<file path="src/rtl/fw_pkg.sv">
package fw_pkg;

    // operation codes
    localparam logic [1:0] OP_RD  = 2'd0;
    localparam logic [1:0] OP_WR  = 2'd1;
    localparam logic [1:0] OP_EX  = 2'd2;
    localparam logic [1:0] OP_RSV = 2'd3;

    // master codes
    localparam logic [1:0] MS_CPU1 = 2'd0;
    localparam logic [1:0] MS_CPU2 = 2'd1;
    localparam logic [1:0] MS_DMA  = 2'd2;
    localparam logic [1:0] MS_RSV  = 2'd3;

    // register selects
    localparam logic [2:0] CS_HIDE_START = 3'd0;
    localparam logic [2:0] CS_SEC_START  = 3'd1;
    localparam logic [2:0] CS_UWM        = 3'd2;
    localparam logic [2:0] CS_UWWM       = 3'd3;
    localparam logic [2:0] CS_LOCK       = 3'd4;
    localparam logic [2:0] CS_CLR        = 3'd5;

    // number of page boundaries, index 0 lowest
    localparam int unsigned NUM_BND = 4;

    typedef enum logic [2:0] {
        RG_UNPRIV = 3'd0,
        RG_URO    = 3'd1,
        RG_NSPRIV = 3'd2,
        RG_SEC    = 3'd3,
        RG_HIDE   = 3'd4
    } region_e;

endpackage

</file>
<file path="src/rtl/fw_cfg_regs.sv">
module fw_cfg_regs
    import fw_pkg::*;
#(
    parameter int unsigned WM_W = 9
) (
    input  logic                           clk,
    input  logic                           rst_n,
    input  logic                           cfg_wr,
    input  logic [2:0]                     cfg_sel,
    input  logic [WM_W-1:0]                cfg_wdata,
    input  logic [1:0]                     cfg_master,
    input  logic                           cfg_secure,
    input  logic                           cfg_priv,
    output logic [NUM_BND-1:0][WM_W-1:0]   bnd,
    output logic                           hide_lock,
    output logic                           clr_pulse,
    output logic                           bad_wr
);

    localparam logic [WM_W-1:0] TOP_PAGE = {1'b1, {(WM_W-1){1'b0}}};

    typedef struct packed {
        logic [WM_W-1:0] hide_start;
        logic [WM_W-1:0] sec_start;
        logic [WM_W-1:0] uwm;
        logic [WM_W-1:0] uwwm;
        logic            lock;
    } cfg_state_t;

    cfg_state_t st_d, st_q;
    logic       auth;
    logic       clr_d;

    always_comb begin
        st_d  = st_q;
        clr_d = 1'b0;
        auth  = cfg_wr && (cfg_master == MS_CPU2) && cfg_secure && cfg_priv;
        if (auth) begin
            case (cfg_sel)
                CS_HIDE_START: st_d.hide_start = cfg_wdata;
                CS_SEC_START:  st_d.sec_start  = cfg_wdata;
                CS_UWM:        st_d.uwm        = cfg_wdata;
                CS_UWWM:       st_d.uwwm       = cfg_wdata;
                CS_LOCK:       st_d.lock       = st_q.lock | cfg_wdata[0];
                CS_CLR:        clr_d           = cfg_wdata[0];
                default:       ;
            endcase
        end
    end

    always_ff @(posedge clk or negedge rst_n) begin
        if (!rst_n) begin
            st_q.hide_start <= TOP_PAGE;
            st_q.sec_start  <= TOP_PAGE;
            st_q.uwm        <= TOP_PAGE;
            st_q.uwwm       <= TOP_PAGE;
            st_q.lock       <= 1'b0;
        end else begin
            st_q <= st_d;
        end
    end

    assign bnd[0]    = st_q.uwwm;
    assign bnd[1]    = st_q.uwm;
    assign bnd[2]    = st_q.sec_start;
    assign bnd[3]    = st_q.hide_start;
    assign hide_lock = st_q.lock;
    assign clr_pulse = clr_d;
    assign bad_wr    = cfg_wr && !auth;

    AST_LOCK_STICKY: assert property (@(posedge clk) disable iff (!rst_n)
        st_q.lock |=> st_q.lock);

    AST_REJECTED_WR_NO_EFFECT: assert property (@(posedge clk) disable iff (!rst_n)
        (cfg_wr && !(cfg_master == MS_CPU2 && cfg_secure && cfg_priv))
        |=> ($stable(st_q.hide_start) && $stable(st_q.sec_start)
             && $stable(st_q.uwm) && $stable(st_q.uwwm) && $stable(st_q.lock)));

endmodule

</file>
<file path="src/rtl/fw_region_decode.sv">
module fw_region_decode
    import fw_pkg::*;
#(
    parameter int unsigned PG_W = 8,
    parameter int unsigned WM_W = PG_W + 1
) (
    input  logic [PG_W-1:0]                page,
    input  logic [NUM_BND-1:0][WM_W-1:0]   bnd,
    output region_e                        region
);

    logic [NUM_BND-1:0] at_or_above;
    logic [WM_W-1:0]    page_ext;

    assign page_ext = {1'b0, page};

    for (genvar g = 0; g < NUM_BND; g++) begin : g_cmp
        assign at_or_above[g] = (page_ext >= bnd[g]);
    end

    always_comb begin
        if (at_or_above[3])      region = RG_HIDE;
        else if (at_or_above[2]) region = RG_SEC;
        else if (at_or_above[1]) region = RG_NSPRIV;
        else if (at_or_above[0]) region = RG_URO;
        else                     region = RG_UNPRIV;
    end

endmodule

</file>
<file path="src/rtl/fw_rights.sv">
module fw_rights
    import fw_pkg::*;
(
    input  region_e    region,
    input  logic [1:0] op,
    input  logic [1:0] master,
    input  logic       secure,
    input  logic       priv,
    input  logic       hide_mode,
    input  logic       hide_lock,
    output logic       allow
);

    logic is_cpu2;
    logic sec_master;
    logic cpu2_fetch;
    logic hide_owner;
    logic dma_pre_lock;
    logic legal;
    logic grant;

    always_comb begin
        is_cpu2      = (master == MS_CPU2);
        sec_master   = (is_cpu2 || master == MS_DMA) && secure;
        cpu2_fetch   = is_cpu2 && (op == OP_EX);
        hide_owner   = is_cpu2 && secure && priv && hide_mode;
        dma_pre_lock = !hide_lock && (master == MS_DMA) && secure && priv
                       && (op != OP_EX);
        legal        = (op != OP_RSV) && (master != MS_RSV);

        case (region)
            RG_HIDE:   grant = hide_owner || dma_pre_lock;
            RG_SEC:    grant = sec_master && priv;
            RG_NSPRIV: grant = priv && !cpu2_fetch;
            RG_URO:    grant = (priv || op != OP_WR) && !cpu2_fetch;
            RG_UNPRIV: grant = !cpu2_fetch;
            default:   grant = 1'b0;
        endcase

        allow = legal && grant;
    end

endmodule

</file>
<file path="src/rtl/fw_firewall.sv">
module fw_firewall
    import fw_pkg::*;
#(
    parameter int unsigned ADDR_W     = 16,
    parameter int unsigned PAGE_SHIFT = 8
) (
    input  logic                             clk,
    input  logic                             rst_n,
    input  logic                             acc_valid,
    input  logic [ADDR_W-1:0]                acc_addr,
    input  logic [1:0]                       acc_op,
    input  logic [1:0]                       acc_master,
    input  logic                             acc_secure,
    input  logic                             acc_priv,
    input  logic                             acc_hide_mode,
    output logic                             acc_allow,
    output logic                             mem_wr_en,
    output logic                             err_resp,
    output logic                             viol_flag,
    input  logic                             cfg_wr,
    input  logic [2:0]                       cfg_sel,
    input  logic [ADDR_W-PAGE_SHIFT:0]       cfg_wdata,
    input  logic [1:0]                       cfg_master,
    input  logic                             cfg_secure,
    input  logic                             cfg_priv
);

    localparam int unsigned PG_W = ADDR_W - PAGE_SHIFT;
    localparam int unsigned WM_W = PG_W + 1;

    typedef struct packed {
        logic err;
        logic viol;
    } top_state_t;

    top_state_t                   st_d, st_q;
    logic [NUM_BND-1:0][WM_W-1:0] bnd;
    logic                         hide_lock;
    logic                         clr_pulse;
    logic                         bad_wr;
    logic [PG_W-1:0]              page;
    region_e                      region;
    logic                         grant;
    logic                         refused;
    logic                         unused_low;

    assign page       = acc_addr[ADDR_W-1:PAGE_SHIFT];
    assign unused_low = ^acc_addr[PAGE_SHIFT-1:0];

    fw_cfg_regs #(.WM_W(WM_W)) u_regs (
        .clk        (clk),
        .rst_n      (rst_n),
        .cfg_wr     (cfg_wr),
        .cfg_sel    (cfg_sel),
        .cfg_wdata  (cfg_wdata),
        .cfg_master (cfg_master),
        .cfg_secure (cfg_secure),
        .cfg_priv   (cfg_priv),
        .bnd        (bnd),
        .hide_lock  (hide_lock),
        .clr_pulse  (clr_pulse),
        .bad_wr     (bad_wr)
    );

    fw_region_decode #(.PG_W(PG_W), .WM_W(WM_W)) u_dec (
        .page   (page),
        .bnd    (bnd),
        .region (region)
    );

    fw_rights u_rights (
        .region    (region),
        .op        (acc_op),
        .master    (acc_master),
        .secure    (acc_secure),
        .priv      (acc_priv),
        .hide_mode (acc_hide_mode),
        .hide_lock (hide_lock),
        .allow     (grant)
    );

    always_comb begin
        refused   = acc_valid && !grant;
        st_d.err  = refused;
        st_d.viol = (st_q.viol && !clr_pulse) || refused || bad_wr;
    end

    always_ff @(posedge clk or negedge rst_n) begin
        if (!rst_n) begin
            st_q <= '0;
        end else begin
            st_q <= st_d;
        end
    end

    assign acc_allow = grant;
    assign mem_wr_en = acc_valid && grant && (acc_op == OP_WR);
    assign err_resp  = st_q.err;
    assign viol_flag = st_q.viol;

    AST_REFUSAL_FLAGS: assert property (@(posedge clk) disable iff (!rst_n)
        (acc_valid && !acc_allow) |=> (err_resp && viol_flag));

    AST_VIOL_HOLDS: assert property (@(posedge clk) disable iff (!rst_n)
        (viol_flag && !clr_pulse) |=> viol_flag);

    AST_CPU1_NO_SECURE: assert property (@(posedge clk) disable iff (!rst_n)
        (acc_master == MS_CPU1 && (region == RG_SEC || region == RG_HIDE))
        |-> !acc_allow);

    AST_CPU2_NO_NS_FETCH: assert property (@(posedge clk) disable iff (!rst_n)
        (acc_master == MS_CPU2 && acc_op == OP_EX && acc_allow)
        |-> (region == RG_SEC || region == RG_HIDE));

    AST_LOCKED_HIDE_OWNER: assert property (@(posedge clk) disable iff (!rst_n)
        (hide_lock && region == RG_HIDE && acc_allow)
        |-> (acc_master == MS_CPU2 && acc_hide_mode));

    AST_UNPRIV_PLACEMENT: assert property (@(posedge clk) disable iff (!rst_n)
        (acc_allow && !acc_priv)
        |-> (region == RG_UNPRIV || (region == RG_URO && acc_op != OP_WR)));

endmodule

</file>
<file path="config.mk">
export PLATFORM = sky130hd
export DESIGN_NAME = fw_firewall
export DESIGN_NICKNAME = d
export VERILOG_FILES = /design/src/rtl/fw_pkg.sv /design/src/rtl/fw_cfg_regs.sv /design/src/rtl/fw_region_decode.sv /design/src/rtl/fw_rights.sv /design/src/rtl/fw_firewall.sv
export SDC_FILE = /design/constraint.sdc
export NUM_CORES = 1
export LEC_CHECK = 0
export BUFFER_PORTS_ARGS = -buffer_cell sky130_fd_sc_hd__buf_2
export CAP_MARGIN = 20
export CORE_MARGIN = 4
export CORE_UTILIZATION = 55
export CTS_CLUSTER_SIZE = 14
export DETAILED_ROUTE_END_ITERATION = 8
export GPL_TIMING_DRIVEN = 1
export PLACE_DENSITY_LB_ADDON = 0.25
export RECOVER_POWER = 100
export SLEW_MARGIN = 20
export SYNTH_ARGS = -nofsm -noshare
export SYNTH_HDL_FRONTEND = slang
export SYNTH_SLANG_ARGS = --single-unit
</file>
<file path="constraint.sdc">
create_clock -name clk -period 3.4 [get_ports clk]
set_clock_uncertainty 0.1 [all_clocks]
set_input_delay 0.34 -clock clk [delete_from_list [all_inputs] [get_ports clk]]
set_output_delay 0.34 -clock clk [all_outputs]
set_load 0.02 [all_outputs]
</file>
# Yosys cells after proc, flatten, opt, wreduce, memory -nomap -nowiden
# Cells that the tools add are included.
[word_totals] regBits=39 input_bits=43 out_inout_bits=4 word_cells=76
[classes] n_lt_le_gt_ge=4 n_eq_ne=18 muxes=7 n_bitwise=1 reduce_logical=39
[op_table] operator=">= comparator 8 x 9 -> 1 bit" count=4
[op_table] operator="logical AND 1 bit" count=22
[op_table] operator="equality test 3 x 2 -> 1 bit (second input constant)" count=4
[op_table] operator="AND reduction 2 bit" count=5
[op_table] operator="equality test 3 bit (second input constant)" count=3
[op_table] operator="two-way mux 3 bit" count=3
[op_table] operator="equality test 2 x 1 -> 1 bit (second input constant)" count=3
[op_table] operator="equality test 3 x 1 -> 1 bit (second input constant)" count=2
[op_table] operator="logical NOT 3 bit" count=2
[op_table] operator="inequality test 2 bit (second input constant)" count=3
[op_table] operator="logical NOT 1 bit" count=5
[op_table] operator="logical OR 1 bit" count=5
[op_table] operator="one-hot mux 1 bit (5 select lines)" count=1
[op_table] operator="equality test 2 bit (second input constant)" count=2
[op_table] operator="two-way mux 1 bit" count=3
[op_table] operator="inequality test 2 x 1 -> 1 bit (second input constant)" count=1
[op_table] operator="bitwise OR 1 bit" count=1

# Logic depth before layout (Yosys ltp)
[depth] word_depth=12 mapped_depth=8 ltp_nobuf=8

# Modules after synthesis
# From an unflattened synthesis, not the netlist that was laid out.
[unflattened] cells_unflattened=221 area_unflattened_um2=2575.0
[modules_own_cells] module="fw_cfg_regs" instances=1 cells_each=88 area_per_inst_um2=1546.5
[modules_own_cells] module="fw_region_decode" instances=1 cells_each=106 area_per_inst_um2=799.5
[modules_own_cells] module="fw_rights" instances=1 cells_each=21 area_per_inst_um2=141.4
[modules_own_cells] module="fw_firewall" instances=1 cells_each=6 area_per_inst_um2=87.6

# Worst setup path before layout
# OpenSTA, ideal clock, no wires.
[synth_path] path_type="input-to-output" from="input port acc_addr[8]" to="output port mem_wr_en" arrival_time_ns=2.447 required_ns=2.960 setup_slack_ns=0.513 cell_stages=8 n_path_buf=0 path_cell_list="inv_1 ha_1 nand2b_4 a211o_1 a2111oi_4 nor4_1 or4_4 a21oi_1"
[synth_between] elab_chain_cells=10
[synth_rtl] element="start, declared" line="fw_firewall.sv:10" rtl="input logic [ADDR_W-1:0] acc_addr,"
[synth_rtl] element=">= comparator 8 x 9 -> 1 bit" line="fw_region_decode.sv:18" rtl="assign at_or_above[g] = (page_ext >= bnd[g]);"
[synth_rtl] element="two-way mux 1 bit" line="fw_region_decode.sv:25" rtl="else if (at_or_above[0]) region = RG_URO;"
[synth_rtl] element="two-way mux 3 bit" line="fw_region_decode.sv:24" rtl="else if (at_or_above[1]) region = RG_NSPRIV;"
[synth_rtl] element="two-way mux 3 bit" line="fw_region_decode.sv:23" rtl="else if (at_or_above[2]) region = RG_SEC;"
[synth_rtl] element="two-way mux 3 bit *" line="fw_region_decode.sv:22" rtl="if (at_or_above[3]) region = RG_HIDE;"
[synth_rtl] element="equality test 3 x 1 -> 1 bit (tied with other cells)" line="fw_rights.sv:31" rtl="case (region)"
[synth_rtl] element="one-hot mux 1 bit (5 select lines) *" line="fw_rights.sv:31"
[synth_rtl] element="logical AND 1 bit *" line="fw_rights.sv:40" rtl="allow = legal && grant;"
[synth_rtl] element="logical AND 1 bit * (2 in a row)" line="fw_firewall.sv:97" rtl="assign mem_wr_en = acc_valid && grant && (acc_op == OP_WR);"
[synth_rtl] element="end, declared" line="fw_firewall.sv:17" rtl="output logic mem_wr_en,"
# Every way passes the cells marked *; elsewhere a longest branch is shown, timed or not.

# Worst setup path in the final report
[layout_path] from="register u_regs.st_q, in the netlist u_regs.bnd[24]" to="output port mem_wr_en"
[layout_between] elab_chain_cells=8
[layout_rtl] element="start, declared" line="fw_cfg_regs.sv:30" rtl="cfg_state_t st_d, st_q;"
[layout_rtl] element="start signal, assigned" line="fw_cfg_regs.sv:59" rtl="st_q <= st_d;"
[layout_rtl] element=">= comparator 8 x 9 -> 1 bit *" line="fw_region_decode.sv:18"
[layout_rtl] element="two-way mux 3 bit *" line="fw_region_decode.sv:23"
[layout_rtl] element="two-way mux 3 bit *" line="fw_region_decode.sv:22"
[layout_rtl] element="equality test 3 x 1 -> 1 bit (tied with other cells)" line="fw_rights.sv:31"
[layout_rtl] element="one-hot mux 1 bit (5 select lines) *" line="fw_rights.sv:31"
[layout_rtl] element="logical AND 1 bit *" line="fw_rights.sv:40"
[layout_rtl] element="logical AND 1 bit * (2 in a row)" line="fw_firewall.sv:97"
# Marked as above.

==> impl_metrics.ini <==
[floorplan]
coreArea_um2 = 4120
die_area_um2 = 5500
start_util_pct = 58.5
rows = 23
pin_count = 47
die_h_um = 74.1
die_w_um = 74.1

[pwr]
ir_drop_mv = 0.252
powerDensity_nw_per_um2 = 386
p_total_w = 0.00106
p_leak_nw = 1.37

[synthesis]
async_reset_ff_share_pct = 100
ys_types = 36
ys_seq_area_share_pct = 40.8
synthFlopType = dfrtp_1
ys_ff_latch = 39
synth_commonest_cells = dfrtp_1, ha_1, inv_1
synth_edf_count = 0
yosys_warnings = 0
ys_top_cells_by_area = dfrtp_1, ha_1, mux2_2
netlist_instances = 232
syn_avg_cell_area_um2 = 10.4
synth_top_area_cell = dfrtp_1
syn_nets = 310
synth_top_cell_area_share_pct = 36.4
syn-cell-area_um2 = 2410

[sta]
rsz0062_at_grt = no
max_freq_mhz = 315
setup_ws_ps = 227
drv_slew = 40
post-route-period-util_pct = 93.3
setup_tns_ps = 0
timing.hold.ws_ps = 196
finalCriticalPeriod_ps = 3170
setup_violations = 0
hold_violations = 0
worst_pin_slew_ps = 2050
slew_headroom_pct = -36.4

[global_route]
antenna_found_initial = 0
grt_use_total_pct = 20.1
gr-usage-met2_pct = 34.0
grt_pass1_vias = 1815
grt_max_degree = 40
top_usage_layer = met2
grt_use_met1_pct = 26.3
grt_pass1_wl_um = 8310
grt_overflow = 0
grt_use_met3_pct = 4.19

[clocking]
htree_levels = 2
cts_setup_buffers = 0
cts_root_buffer = clkbuf_8
clock_sink_count = 39
clockBufferDepth = 2
cts-resized-gates = 0
clk_latency_ps = 290
hold_buffers = 0
numCtsBuffers = 5
path_clk_slew_ps = 70
cts_tree = built

[worst_setup_path]
path_delay_family = compound AO/OA/AOI/OAI gates
cp.buffers_inverters = 2
path_max_fanout = 4
crit_path_max_incr_delay_ps = 560
cpMaxStageDelayCell = or4_4
path_depth = 9
cp_cell_sequence = inv_1 > ha_1 > a21o_1 > a221o_1 > a41oi_1 > nor2_1 > or4_4 > a21oi_1 > clkbuf_2
crit_arrival_ps = 2730
worstSetupPathType = flop to output pin
end_kind = output pin
ff2ff_path_depth = 8
rrSetupSlack_ps = 850
cp-start-kind = flop
required_ps = 2960

[min_path]
min_path_cells = 3
worst_hold_path_type = input port to flop

[layout]
final.fill_count = 342
final_layout_size_suffix_gt1_share_pct = 25.2
syn2layout_area_growth_pct = 13.6
final_nets = 356
diodes = 0

[drt]
avgViaCountPerCell = 5.48
wire_per_inst_um = 14.8
drtIter0Drc = 87
drt_wl_total_um = 4840
firstDrtPassIters = 4
postRouteAntennaNets = 0
num_vias = 1798
drc = 0

[place]
pre_cts_ws_ps = 417
hpwl_um = 3860
gp_congestion = 0.834
port_buffers = 38

[outcome]
violations = max-capacitance violations, max-slew violations
status = finished, violations left

[run]
cap_violations = 1
-- placed cells by master, fill, tap and decap left out, drive strengths merged, types with 2 or more instances in the layout --
| cell type | instances |
|---|---|
| ha | 35 |
| dfrtp | 35 |
| buf | 33 |
| inv | 32 |
| mux2 | 22 |
| nand2 | 19 |
| o21ai | 18 |
| clkbuf | 15 |
| nor2 | 13 |
| a21oi | 8 |
| a211o | 4 |
| a21o | 4 |
| dfstp | 4 |
| nor4 | 4 |
| nand3 | 3 |
| nand2b | 3 |
| and3 | 2 |
| nor2b | 2 |
| nand4 | 2 |
| o211ai | 2 |
| or3 | 2 |
| nand4b | 2 |
-- final cells by class --
type | instances | area [µm²] | area share (%)
inverters | 32 | 120 | 4.39
well taps | 50 | 62.6 | 2.29
flip-flops and latches | 39 | 981 | 35.9
clock buffers | 7 | 76.3 | 2.79
repair buffers | 41 | 196 | 7.19
multi-input cells | 159 | 1300 | 47.5
-- sequential cells by signal (all words and copies together), names as in the netlist --
name              cells
u_regs.hide_lock      1
viol_flag             1
u_regs.bnd           36
err_resp              1
-- report_power, final --
group / switching, W / internal (W) / total, W
Clock: 0.000148 / 0.000141 / 0.000289
Sequential: 0.0000183 / 0.000511 / 0.000530
Combinational: 0.000128 / 0.000110 / 0.000237
-- path summary, 6_finish.rpt --
kind / from / to
setup / recovery: u_regs.bnd[24]$_DFFE_PN0P_ / mem_wr_en
hold / removal: cfg_wdata[4] / u_regs.bnd[22]$_DFFE_PN0P_
setup reg to reg: u_regs.bnd[24]$_DFFE_PN0P_ / viol_flag$_DFF_PN0_
hold reg to reg: u_regs.hide_lock$_DFFE_PN0P_ / u_regs.hide_lock$_DFFE_PN0P_
max in group asynchronous: rst_n / u_regs.bnd[11]$_DFFE_PN0P_
min in group asynchronous: rst_n / u_regs.bnd[32]$_DFFE_PN0P_
-- cells by family (layout without fill, tap and decap cells) --
group,Yosys count,count (layout),share of synthesized area (%)
buf+inv,34,80,5.30
flops,39,39,40.8
mux,23,23,10.7
fa+ha+maj,35,35,18.2
simple gates,57,57,12.6
compound gates,44,44,12.4
-- metrics by stage --
step,utilization (%),cell area [µm²],cells
3_5_place_dp,65.1,2680,321
2_1_floorplan,-,2410,232
6_report,66.4,2730,328
3_3_place_gp,65.1,2680,321
5_1_grt,66.4,2730,328
4_1_cts,67.0,2760,328
-- layer usage --
metal	wire length, µm	vias to the layer above
met5	0	-
met4	55	0
met3	254	5
met2	2320	42
met1	2210	837
li1	-	914
-- worst reg2reg max path, delay by kind of cell (launching register included) --
kind	cells	cell delay, ps
compound gates	4	1010
buf+inv	1	80
simple gates	2	640
flops	1	370
fa+ha+maj	1	240
(Power assumes the default switching activity.)
